**src/rtl/pgw_pkg.sv**
```systemverilog
// Shared types for the EEPROM page writer.
// Assumes: nothing beyond SystemVerilog enums.
package pgw_pkg;

    // Controller states of the top-level sequencer.
    typedef enum logic [2:0] {
        ST_IDLE,
        ST_FETCH,
        ST_WRITE,
        ST_WINDOW,
        ST_POLL_GO,
        ST_POLL_WAIT
    } pgw_state_e;

    // Phases of one device bus cycle.
    typedef enum logic [1:0] {
        PH_IDLE,
        PH_SETUP,
        PH_STROBE,
        PH_HOLD
    } pgw_phase_e;

    localparam logic POLL_DATA   = 1'b0;
    localparam logic POLL_TOGGLE = 1'b1;

endpackage

```
**src/rtl/pgw_req_check.sv**
```systemverilog
// Request validator: a request is legal when the base address sits on a
// page boundary and the length is between 1 and PAGE_BYTES.
// Assumes: PAGE_BYTES is a power of two.
module pgw_req_check #(
    parameter int ADDR_W     = 15,
    parameter int PAGE_BYTES = 64
) (
    input  logic [ADDR_W-1:0]             base_addr,
    input  logic [$clog2(PAGE_BYTES):0]   length,
    output logic                          ok
);
    localparam int OFF_W = $clog2(PAGE_BYTES);
    localparam int LEN_W = OFF_W + 1;
    localparam logic [LEN_W-1:0] MAX_LEN = LEN_W'(PAGE_BYTES);

    logic aligned;
    logic len_ok;

    // Page alignment and length range tests.
    always_comb begin
        aligned = (base_addr[OFF_W-1:0] == '0);
        len_ok  = (length != '0) && (length <= MAX_LEN);
        ok      = aligned && len_ok;
    end
endmodule

```
**src/rtl/pgw_timer.sv**
```systemverilog
// Saturating cycle counter: counts enabled cycles after a clear and
// reports when LIMIT has been reached.
// Assumes: LIMIT >= 1; clear has priority over enable.
module pgw_timer #(
    parameter int LIMIT = 1000
) (
    input  logic clk,
    input  logic rst_n,
    input  logic clr,
    input  logic en,
    output logic expired
);
    localparam int CNT_W = $clog2(LIMIT + 1);
    localparam logic [CNT_W-1:0] LIM = CNT_W'(LIMIT);

    logic [CNT_W-1:0] cnt;

    // Count enabled cycles up to the limit, then hold.
    always_ff @(posedge clk) begin
        if (!rst_n) begin
            cnt <= '0;
        end else if (clr) begin
            cnt <= '0;
        end else if (en && (cnt != LIM)) begin
            cnt <= cnt + CNT_W'(1);
        end
    end

    assign expired = (cnt == LIM);

    // Once reached, the limit stays reached until cleared.
    p_saturate_r9: assert property (@(posedge clk) disable iff (!rst_n)
        (expired && !clr) |=> expired);
endmodule

```
**src/rtl/pgw_poll_eval.sv**
```systemverilog
// Completion evaluator for status reads. In data mode a read is final when
// its bit 7 equals the reference bit 7 of the last written byte. In toggle
// mode a read is final when its bit 6 equals bit 6 of the previous read.
// Assumes: st_in is stable while complete is used; clr precedes each poll.
module pgw_poll_eval
    import pgw_pkg::*;
(
    input  logic       clk,
    input  logic       rst_n,
    input  logic       clr,
    input  logic       sample,
    input  logic       mode,
    input  logic [1:0] st_in,     // [1] = bus bit 7, [0] = bus bit 6
    input  logic       ref_bit7,
    output logic       complete
);
    logic have_prev;
    logic prev_b6;

    // Remember bit 6 of the latest status read for the toggle test.
    always_ff @(posedge clk) begin
        if (!rst_n) begin
            have_prev <= 1'b0;
            prev_b6   <= 1'b0;
        end else if (clr) begin
            have_prev <= 1'b0;
        end else if (sample) begin
            have_prev <= 1'b1;
            prev_b6   <= st_in[0];
        end
    end

    // Decide whether the current read shows the end of programming.
    always_comb begin
        if (mode == POLL_DATA) begin
            complete = (st_in[1] == ref_bit7);
        end else begin
            complete = have_prev && (st_in[0] == prev_b6);
        end
    end

    // A toggle completion needs a read before it.
    p_two_reads_r7: assert property (@(posedge clk) disable iff (!rst_n)
        (sample && (mode == POLL_TOGGLE) && complete) |-> have_prev);
endmodule

```
**src/rtl/pgw_bus_seq.sv**
```systemverilog
// Device bus cycle generator. On go it latches the address, the data and
// the direction, then runs: setup (bus stable, strobes high), strobe
// (CE with WE or OE low), hold (strobes high, bus kept). It ends with a
// one-cycle cyc_done. Reads capture bus bits 7 and 6 in the last strobe
// cycle. During read setup the host releases the bus.
// Assumes: go only while idle; every phase length >= 1.
module pgw_bus_seq
    import pgw_pkg::*;
#(
    parameter int ADDR_W    = 15,
    parameter int SETUP_CYC = 2,
    parameter int PULSE_CYC = 10,
    parameter int HOLD_CYC  = 2
) (
    input  logic              clk,
    input  logic              rst_n,
    input  logic              go,
    input  logic              rd,
    input  logic [ADDR_W-1:0] addr_in,
    input  logic [7:0]        wdata,
    input  logic [1:0]        st_bus,
    output logic              ce_n,
    output logic              oe_n,
    output logic              we_n,
    output logic [ADDR_W-1:0] addr_o,
    output logic [7:0]        dq_o,
    output logic              dq_oe,
    output logic              cyc_done,
    output logic [1:0]        st_q
);
    localparam int MAX_A = (SETUP_CYC > PULSE_CYC) ? SETUP_CYC : PULSE_CYC;
    localparam int MAX_C = (MAX_A > HOLD_CYC) ? MAX_A : HOLD_CYC;
    localparam int CNT_W = $clog2(MAX_C + 1);
    localparam logic [CNT_W-1:0] SET_L = CNT_W'(SETUP_CYC - 1);
    localparam logic [CNT_W-1:0] PUL_L = CNT_W'(PULSE_CYC - 1);
    localparam logic [CNT_W-1:0] HLD_L = CNT_W'(HOLD_CYC - 1);

    pgw_phase_e         phase;
    logic [CNT_W-1:0]   cnt;
    logic               rd_q;
    logic [ADDR_W-1:0]  addr_q;
    logic [7:0]         data_q;
    logic               done_q;

    // Phase sequencing, operand capture and status sampling.
    always_ff @(posedge clk) begin
        if (!rst_n) begin
            phase  <= PH_IDLE;
            cnt    <= '0;
            rd_q   <= 1'b0;
            addr_q <= '0;
            data_q <= '0;
            st_q   <= '0;
            done_q <= 1'b0;
        end else begin
            done_q <= 1'b0;
            unique case (phase)
                PH_IDLE: begin
                    if (go) begin
                        phase  <= PH_SETUP;
                        cnt    <= SET_L;
                        rd_q   <= rd;
                        addr_q <= addr_in;
                        data_q <= wdata;
                    end
                end
                PH_SETUP: begin
                    if (cnt == '0) begin
                        phase <= PH_STROBE;
                        cnt   <= PUL_L;
                    end else begin
                        cnt <= cnt - CNT_W'(1);
                    end
                end
                PH_STROBE: begin
                    if (cnt == '0) begin
                        phase <= PH_HOLD;
                        cnt   <= HLD_L;
                        if (rd_q) begin
                            st_q <= st_bus;
                        end
                    end else begin
                        cnt <= cnt - CNT_W'(1);
                    end
                end
                PH_HOLD: begin
                    if (cnt == '0) begin
                        phase  <= PH_IDLE;
                        done_q <= 1'b1;
                    end else begin
                        cnt <= cnt - CNT_W'(1);
                    end
                end
                default: phase <= PH_IDLE;
            endcase
        end
    end

    // Pin levels follow the phase register.
    always_comb begin
        ce_n     = (phase != PH_STROBE);
        we_n     = !((phase == PH_STROBE) && !rd_q);
        oe_n     = !((phase == PH_STROBE) && rd_q);
        dq_oe    = (phase != PH_IDLE) && !rd_q;
        addr_o   = addr_q;
        dq_o     = data_q;
        cyc_done = done_q;
    end

    // Address and data do not move across a write strobe or its first hold cycle.
    p_write_stable_r2: assert property (@(posedge clk) disable iff (!rst_n)
        (!we_n || $past(!we_n)) |-> ($stable(addr_o) && $stable(dq_o) && dq_oe));

    // The host has released the bus before OE falls and while OE is low.
    p_release_first_r8: assert property (@(posedge clk) disable iff (!rst_n)
        $fell(oe_n) |-> ($past(!dq_oe) && !dq_oe));

    // Read and write strobes never overlap.
    p_no_overlap_r8: assert property (@(posedge clk) disable iff (!rst_n)
        !oe_n |-> (we_n && !ce_n));
endmodule

```
**src/rtl/eeprom_page_writer.sv**
```systemverilog
// Host-side page writer for a byte-wide parallel EEPROM. It validates a
// request, streams up to PAGE_BYTES bytes into one page with back-to-back
// write cycles, waits out the byte-load window, and then polls for the end
// of programming by bit-7 data polling or bit-6 toggle polling. It ends with
// a done or timeout pulse.
// Assumes: WINDOW_CYC exceeds one write slot; the stream either supplies a
// byte when asked or is treated as finished once a byte has been written.
module eeprom_page_writer
    import pgw_pkg::*;
#(
    parameter int ADDR_W      = 15,
    parameter int PAGE_BYTES  = 64,
    parameter int SETUP_CYC   = 2,
    parameter int PULSE_CYC   = 10,
    parameter int HOLD_CYC    = 2,
    parameter int WINDOW_CYC  = 15000,
    parameter int TIMEOUT_CYC = 1000000
) (
    input  logic                        clk,
    input  logic                        rst_n,
    input  logic                        start,
    input  logic [ADDR_W-1:0]           base_addr,
    input  logic [$clog2(PAGE_BYTES):0] length,
    input  logic                        poll_mode,
    input  logic                        in_valid,
    input  logic [7:0]                  in_data,
    output logic                        in_ready,
    output logic                        ee_ce_n,
    output logic                        ee_oe_n,
    output logic                        ee_we_n,
    output logic [ADDR_W-1:0]           ee_addr,
    output logic [7:0]                  ee_dq_o,
    output logic                        ee_dq_oe,
    input  logic [7:0]                  ee_dq_i,
    output logic                        busy,
    output logic                        done,
    output logic                        err_req,
    output logic                        err_tmo
);
    localparam int OFF_W = $clog2(PAGE_BYTES);
    localparam int LEN_W = OFF_W + 1;
    localparam int PG_W  = ADDR_W - OFF_W;
    localparam int SLOT  = SETUP_CYC + PULSE_CYC + HOLD_CYC + 2;

    pgw_state_e          state;
    logic [PG_W-1:0]     base_pg;
    logic [LEN_W-1:0]    len_q;
    logic [LEN_W-1:0]    idx;
    logic                mode_q;
    logic [ADDR_W-1:0]   last_addr;
    logic                last_b7;
    logic                done_q;
    logic                err_req_q;
    logic                err_tmo_q;

    logic [ADDR_W-1:0]   wr_addr;
    logic                req_ok;
    logic                seq_go;
    logic                seq_rd;
    logic [ADDR_W-1:0]   seq_addr;
    logic                seq_done;
    logic [1:0]          seq_st;
    logic                win_exp;
    logic                tmo_exp;
    logic                poll_ok;
    logic                polling;

    // The byte-load window must outlast one write slot.
    initial begin
        assert (WINDOW_CYC > SLOT);
    end

    pgw_req_check #(
        .ADDR_W     (ADDR_W),
        .PAGE_BYTES (PAGE_BYTES)
    ) u_req (
        .base_addr (base_addr),
        .length    (length),
        .ok        (req_ok)
    );

    // Address of the next byte in the page and bus-cycle requests.
    always_comb begin
        wr_addr  = {base_pg, idx[OFF_W-1:0]};
        polling  = (state == ST_POLL_GO) || (state == ST_POLL_WAIT);
        seq_go   = ((state == ST_FETCH) && in_valid) || (state == ST_POLL_GO);
        seq_rd   = (state == ST_POLL_GO);
        seq_addr = (state == ST_FETCH) ? wr_addr : last_addr;
    end

    pgw_bus_seq #(
        .ADDR_W    (ADDR_W),
        .SETUP_CYC (SETUP_CYC),
        .PULSE_CYC (PULSE_CYC),
        .HOLD_CYC  (HOLD_CYC)
    ) u_seq (
        .clk      (clk),
        .rst_n    (rst_n),
        .go       (seq_go),
        .rd       (seq_rd),
        .addr_in  (seq_addr),
        .wdata    (in_data),
        .st_bus   (ee_dq_i[7:6]),
        .ce_n     (ee_ce_n),
        .oe_n     (ee_oe_n),
        .we_n     (ee_we_n),
        .addr_o   (ee_addr),
        .dq_o     (ee_dq_o),
        .dq_oe    (ee_dq_oe),
        .cyc_done (seq_done),
        .st_q     (seq_st)
    );

    pgw_timer #(.LIMIT(WINDOW_CYC)) u_win (
        .clk     (clk),
        .rst_n   (rst_n),
        .clr     (state != ST_WINDOW),
        .en      (1'b1),
        .expired (win_exp)
    );

    pgw_timer #(.LIMIT(TIMEOUT_CYC)) u_tmo (
        .clk     (clk),
        .rst_n   (rst_n),
        .clr     (state == ST_WINDOW),
        .en      (polling),
        .expired (tmo_exp)
    );

    pgw_poll_eval u_eval (
        .clk      (clk),
        .rst_n    (rst_n),
        .clr      (state == ST_WINDOW),
        .sample   ((state == ST_POLL_WAIT) && seq_done),
        .mode     (mode_q),
        .st_in    (seq_st),
        .ref_bit7 (last_b7),
        .complete (poll_ok)
    );

    // Transaction sequencing: request, byte loading, window, polling.
    always_ff @(posedge clk) begin
        if (!rst_n) begin
            state     <= ST_IDLE;
            base_pg   <= '0;
            len_q     <= '0;
            idx       <= '0;
            mode_q    <= POLL_DATA;
            last_addr <= '0;
            last_b7   <= 1'b0;
            done_q    <= 1'b0;
            err_req_q <= 1'b0;
            err_tmo_q <= 1'b0;
        end else begin
            done_q    <= 1'b0;
            err_req_q <= 1'b0;
            err_tmo_q <= 1'b0;
            unique case (state)
                ST_IDLE: begin
                    if (start) begin
                        if (req_ok) begin
                            state   <= ST_FETCH;
                            base_pg <= base_addr[ADDR_W-1:OFF_W];
                            len_q   <= length;
                            mode_q  <= poll_mode;
                            idx     <= '0;
                        end else begin
                            err_req_q <= 1'b1;
                        end
                    end
                end
                ST_FETCH: begin
                    if (in_valid) begin
                        idx       <= idx + LEN_W'(1);
                        last_addr <= wr_addr;
                        last_b7   <= in_data[7];
                        state     <= ST_WRITE;
                    end else if (idx != '0) begin
                        state <= ST_WINDOW;
                    end
                end
                ST_WRITE: begin
                    if (seq_done) begin
                        state <= (idx == len_q) ? ST_WINDOW : ST_FETCH;
                    end
                end
                ST_WINDOW: begin
                    if (win_exp) begin
                        state <= ST_POLL_GO;
                    end
                end
                ST_POLL_GO: begin
                    state <= ST_POLL_WAIT;
                end
                ST_POLL_WAIT: begin
                    if (seq_done) begin
                        if (poll_ok) begin
                            done_q <= 1'b1;
                            state  <= ST_IDLE;
                        end else if (tmo_exp) begin
                            err_tmo_q <= 1'b1;
                            state     <= ST_IDLE;
                        end else begin
                            state <= ST_POLL_GO;
                        end
                    end
                end
                default: state <= ST_IDLE;
            endcase
        end
    end

    // Handshake and result outputs.
    always_comb begin
        in_ready = (state == ST_FETCH);
        busy     = (state != ST_IDLE);
        done     = done_q;
        err_req  = err_req_q;
        err_tmo  = err_tmo_q;
    end

    // A malformed request is refused without leaving idle.
    p_reject_r1: assert property (@(posedge clk) disable iff (!rst_n)
        ((state == ST_IDLE) && start && !req_ok) |=> ((state == ST_IDLE) && err_req));

    // Every write of a transaction stays in the latched page.
    p_same_page_r3: assert property (@(posedge clk) disable iff (!rst_n)
        !ee_we_n |-> (ee_addr[ADDR_W-1:OFF_W] == base_pg));

    // A timeout is only reported once the polling budget is spent.
    p_tmo_budget_r9: assert property (@(posedge clk) disable iff (!rst_n)
        err_tmo |-> $past(tmo_exp));

    // Result pulses last one cycle and never coincide.
    p_one_result_r10: assert property (@(posedge clk) disable iff (!rst_n)
        (done || err_tmo) |=> !(done || err_tmo));

    // A start during a transaction is not treated as a request.
    p_ignore_busy_r10: assert property (@(posedge clk) disable iff (!rst_n)
        ((state != ST_IDLE) && start) |=> !err_req);
endmodule

```
**config.mk**
```make
export PLATFORM = sky130hd
export DESIGN_NAME = eeprom_page_writer
export DESIGN_NICKNAME = d
export VERILOG_FILES = /design/src/rtl/pgw_pkg.sv /design/src/rtl/pgw_req_check.sv /design/src/rtl/pgw_timer.sv /design/src/rtl/pgw_poll_eval.sv /design/src/rtl/pgw_bus_seq.sv /design/src/rtl/eeprom_page_writer.sv
export SDC_FILE = /design/constraint.sdc
export NUM_CORES = 1
export LEC_CHECK = 0
export CORE_UTILIZATION = 50
export DETAILED_ROUTE_END_ITERATION = 16
export DONT_BUFFER_PORTS = 1
export HOLD_SLACK_MARGIN = 0.08
export PLACE_DENSITY = 0.68
export RECOVER_POWER = 50
export SYNTH_ARGS = -nofsm -noshare
export SYNTH_HDL_FRONTEND = slang
export SYNTH_SLANG_ARGS = --single-unit
```
**constraint.sdc**
```tcl
create_clock -name clk -period 2.2 [get_ports clk]
set_clock_uncertainty 0.1 [all_clocks]
set_input_delay 0.22 -clock clk [delete_from_list [all_inputs] [get_ports clk]]
set_output_delay 0.22 -clock clk [all_outputs]
set_load 0.05 [all_outputs]
```
==> metrics.cfg <==
[die]
rows = 37
dieArea_sq_mm = 0.0109
initial_core_util = 0.513
io_pins = 75
coreArea_sq_mm = 0.0102
die_x_um = 104
die_y_um = 104

[clock_tree]
clk_transition_reported_paths_ps = 60
htreeDepth = 4
cts_tree = done
numCtsBuffers = 17
clock_latency_ps = 520
cts_root_buffer = clkbuf_8
clk_path_buf_depth = 2
cts.sinks = 115

[synth]
synth_edf_count = 0
synth-seq-cells = 115
ys_warn_count = 0
syn_area_sq_mm = 0.00525
yosys_most_used_dff = dfxtp_1
synthArstFlopShare = 0
syn_avg_cell_area_sq_um = 8.56
syn_nets = 668
synth_cell_types = 50
synth-seq-area-share = 0.439
syn_inst = 613

[timing]
finalHoldViolCount = 0
fmax_mhz = 465
setup_viol = 0
hold_ws_ps = 161
grt_setup_unrepaired = true
layout_min_cycle_time_ps = 2150
slew_viol_final = 0
slew-limit-headroom = 0.603
tightest_slew_ps = 594
timing.final.crit_share = 0.977

[drt]
wl_met3_um = 563
post-route-drc-count = 0
m1WireLength_mm = 5.08
num_vias = 4455
wl_met2_mm = 6.45
avgRoutedWirePerCell_um = 15.3
drt_pre_antenna_iters = 4
totalWireLength_mm = 12.4
top_layer = met4
drt_iter0_drc = 162
antenna_left = 0
viasPerCell = 5.49

[flow_run]
maxCapViolations = 0

[critical_path]
rrSetupSlack_ps = 60
crit_fanout = 8
cp-end-kind = primary output
cp.required_ps = 1880
worstPathArrival_ps = 1830
reg2regPathDepth = 7
r2r_end = u_seq.addr_o[14]
r2r_start = state[2]
worstSetupPathType = flip-flop to primary output
startpoint_type = flip-flop

[global_routing]
grt_pass1_wl_mm = 20.6
grt_usage = 0.237
antenna_found_initial = 0
grt_start_max_net_pins = 39
grt-ovfl-total = 0
grt_pass1_vias = 4494

[placed_design]
gp_congestion = 0.810
port_buffers = 0
dp_hpwl_mm = 8.19

[layout]
final_common_cell = dfxtp_1
fin_util = 0.629
antenna_cells = 0
layout-drive-gt1-share = 0.120
layout.nets = 717
area_growth_pct = 22.6
most-common-layout-cells = 114 x dfxtp_1, 96 x nor2_1, 73 x nand2_1

[worst_hold_path]
min_to = mode_q
hp-class = primary input to flip-flop
worstHoldStart = base_addr[4]
holdPathStages = 5

[power_and_ir_drop]
powerDensity_mw_per_mm2 = 792
leakage_nw = 2.39
peakVddDrop_uv = 706

[status]
status = finished clean

cell families (layout without fill, tap and decap cells):
logic type      count (synthesis)  after routing  share of synthesized area
fa+ha+maj                      12             12                     0.0286
simple gates                  262            262                      0.235
flops                         115            115                      0.439
buf+inv                        55            117                     0.0515
compound gates                 89             89                      0.103
mux                            39             39                     0.0749
xor+xnor                       41             41                     0.0684
through the flow:
| stage | std cells | power (mW) | setup TNS [ps] | cell area (sq um) | setup slack, ps |
|---|---|---|---|---|---|
| floorplan | 613 | 2.34 | 0 | 5250 | 25.6 |
| finish | 811 | 5.10 | 0 | 6430 | 51.6 |
| CTS | 810 | 5.13 | 0 | 6410 | 9.51 |
| global route | 811 | 5.27 | -164 | 6430 | -58.6 |
| global placement | 746 | 2.39 | 0 | 5500 | 5.79 |
| detailed placement | 746 | 2.40 | -61.6 | 5500 | -61.6 |
synthesized netlist by cell type (3+ instances only):
| library cell | instances | area [sq um] |
|---|---|---|
| dfxtp_1 | 115 | 2300 |
| nor2_1 | 96 | 360 |
| nand2_1 | 73 | 274 |
| a21oi_1 | 43 | 215 |
| mux2i_1 | 37 | 370 |
| clkbuf_1 | 23 | 86.3 |
| xor2_1 | 23 | 201 |
| nand4_1 | 19 | 119 |
| inv_1 | 18 | 67.6 |
| xnor2_1 | 18 | 158 |
| a211oi_1 | 16 | 120 |
| nand3_1 | 14 | 70.1 |
| ha_1 | 12 | 150 |
| nor3_1 | 12 | 60.1 |
| o21ai_0 | 8 | 40.0 |
| and3_1 | 7 | 43.8 |
| buf_2 | 7 | 35.0 |
| or3_1 | 6 | 37.5 |
| a31oi_1 | 4 | 25.0 |
| and2_1 | 4 | 25.0 |
| nor4_1 | 4 | 25.0 |
| o21ai_1 | 4 | 20.0 |
| buf_6 | 3 | 33.8 |
| nand2b_1 | 3 | 18.8 |
| nand3b_1 | 3 | 22.5 |
| nor2b_1 | 3 | 18.8 |
| nor4b_1 | 3 | 26.3 |
| nor4bb_1 | 3 | 30.0 |
| o211ai_1 | 3 | 22.5 |
critical path, cell delays in order (launching register included):
cell	delay (ps)
dfxtp_1	450
buf_4	190
buf_4	150
nor3_2	60
buf_4	150
inv_1	320
power by group:
group          total [mW]  internal, mW  switching, mW  leakage (nW)
Sequential           2.12          2.10         0.0193         0.927
Combinational       0.300         0.126          0.174          1.18
Clock                2.68          1.66           1.02         0.276
Total                5.10          3.88           1.22          2.39
registers in the layout, summed over array words and instances, names as in the netlist, 2 cells and up:
| name | count |
|---|---|
| u_seq.cnt | 4 |
| state | 3 |
| last_addr | 15 |
| u_win.cnt | 14 |
| u_seq.st_q | 2 |
| base_pg | 9 |
| len_q | 7 |
| idx | 7 |
| u_seq.addr_o | 15 |
| u_seq.phase | 2 |
| u_seq.dq_o | 8 |
| u_tmo.cnt | 20 |
final cells by class:
cell class / count / area [sq um]
Sequential cell: 115 / 2300
Fill cell: 842 / 3800
Clock buffer: 19 / 432
Inverter: 19 / 72.6
Tap cell: 136 / 170
Timing Repair Buffer: 66 / 569
Multi-Input combinational cell: 443 / 2740
Clock inverter: 13 / 149
how the worst max path moves through the flow:
stage                 start       end  slack [ps]
3_5_place_dp   u_win.cnt[1]  state[1]         -60
2_1_floorplan  u_win.cnt[0]  state[1]          30
5_1_grt        u_win.cnt[0]  state[1]         -60
3_3_place_gp   u_win.cnt[1]  state[1]           6
4_1_cts        u_win.cnt[1]  state[1]          10
6_report           state[2]      busy          50
per-layer routing:
metal / global-route usage / vias up
li1: - / 2208
met1: 0.258 / 2106
met2: 0.422 / 111
met3: 0.0608 / 30
met4: 0.126 / 0
met5: 0 / -
what timing repair did:
action                     CTS  global route
gates cloned                 0             0
hold endpoints to repair    88             0
setup endpoints to repair    1            22
gates resized for setup      3            13
buffers inserted             0             1
hold buffers                32             0
pin swaps                    1             9
(Power assumes the default switching activity.)
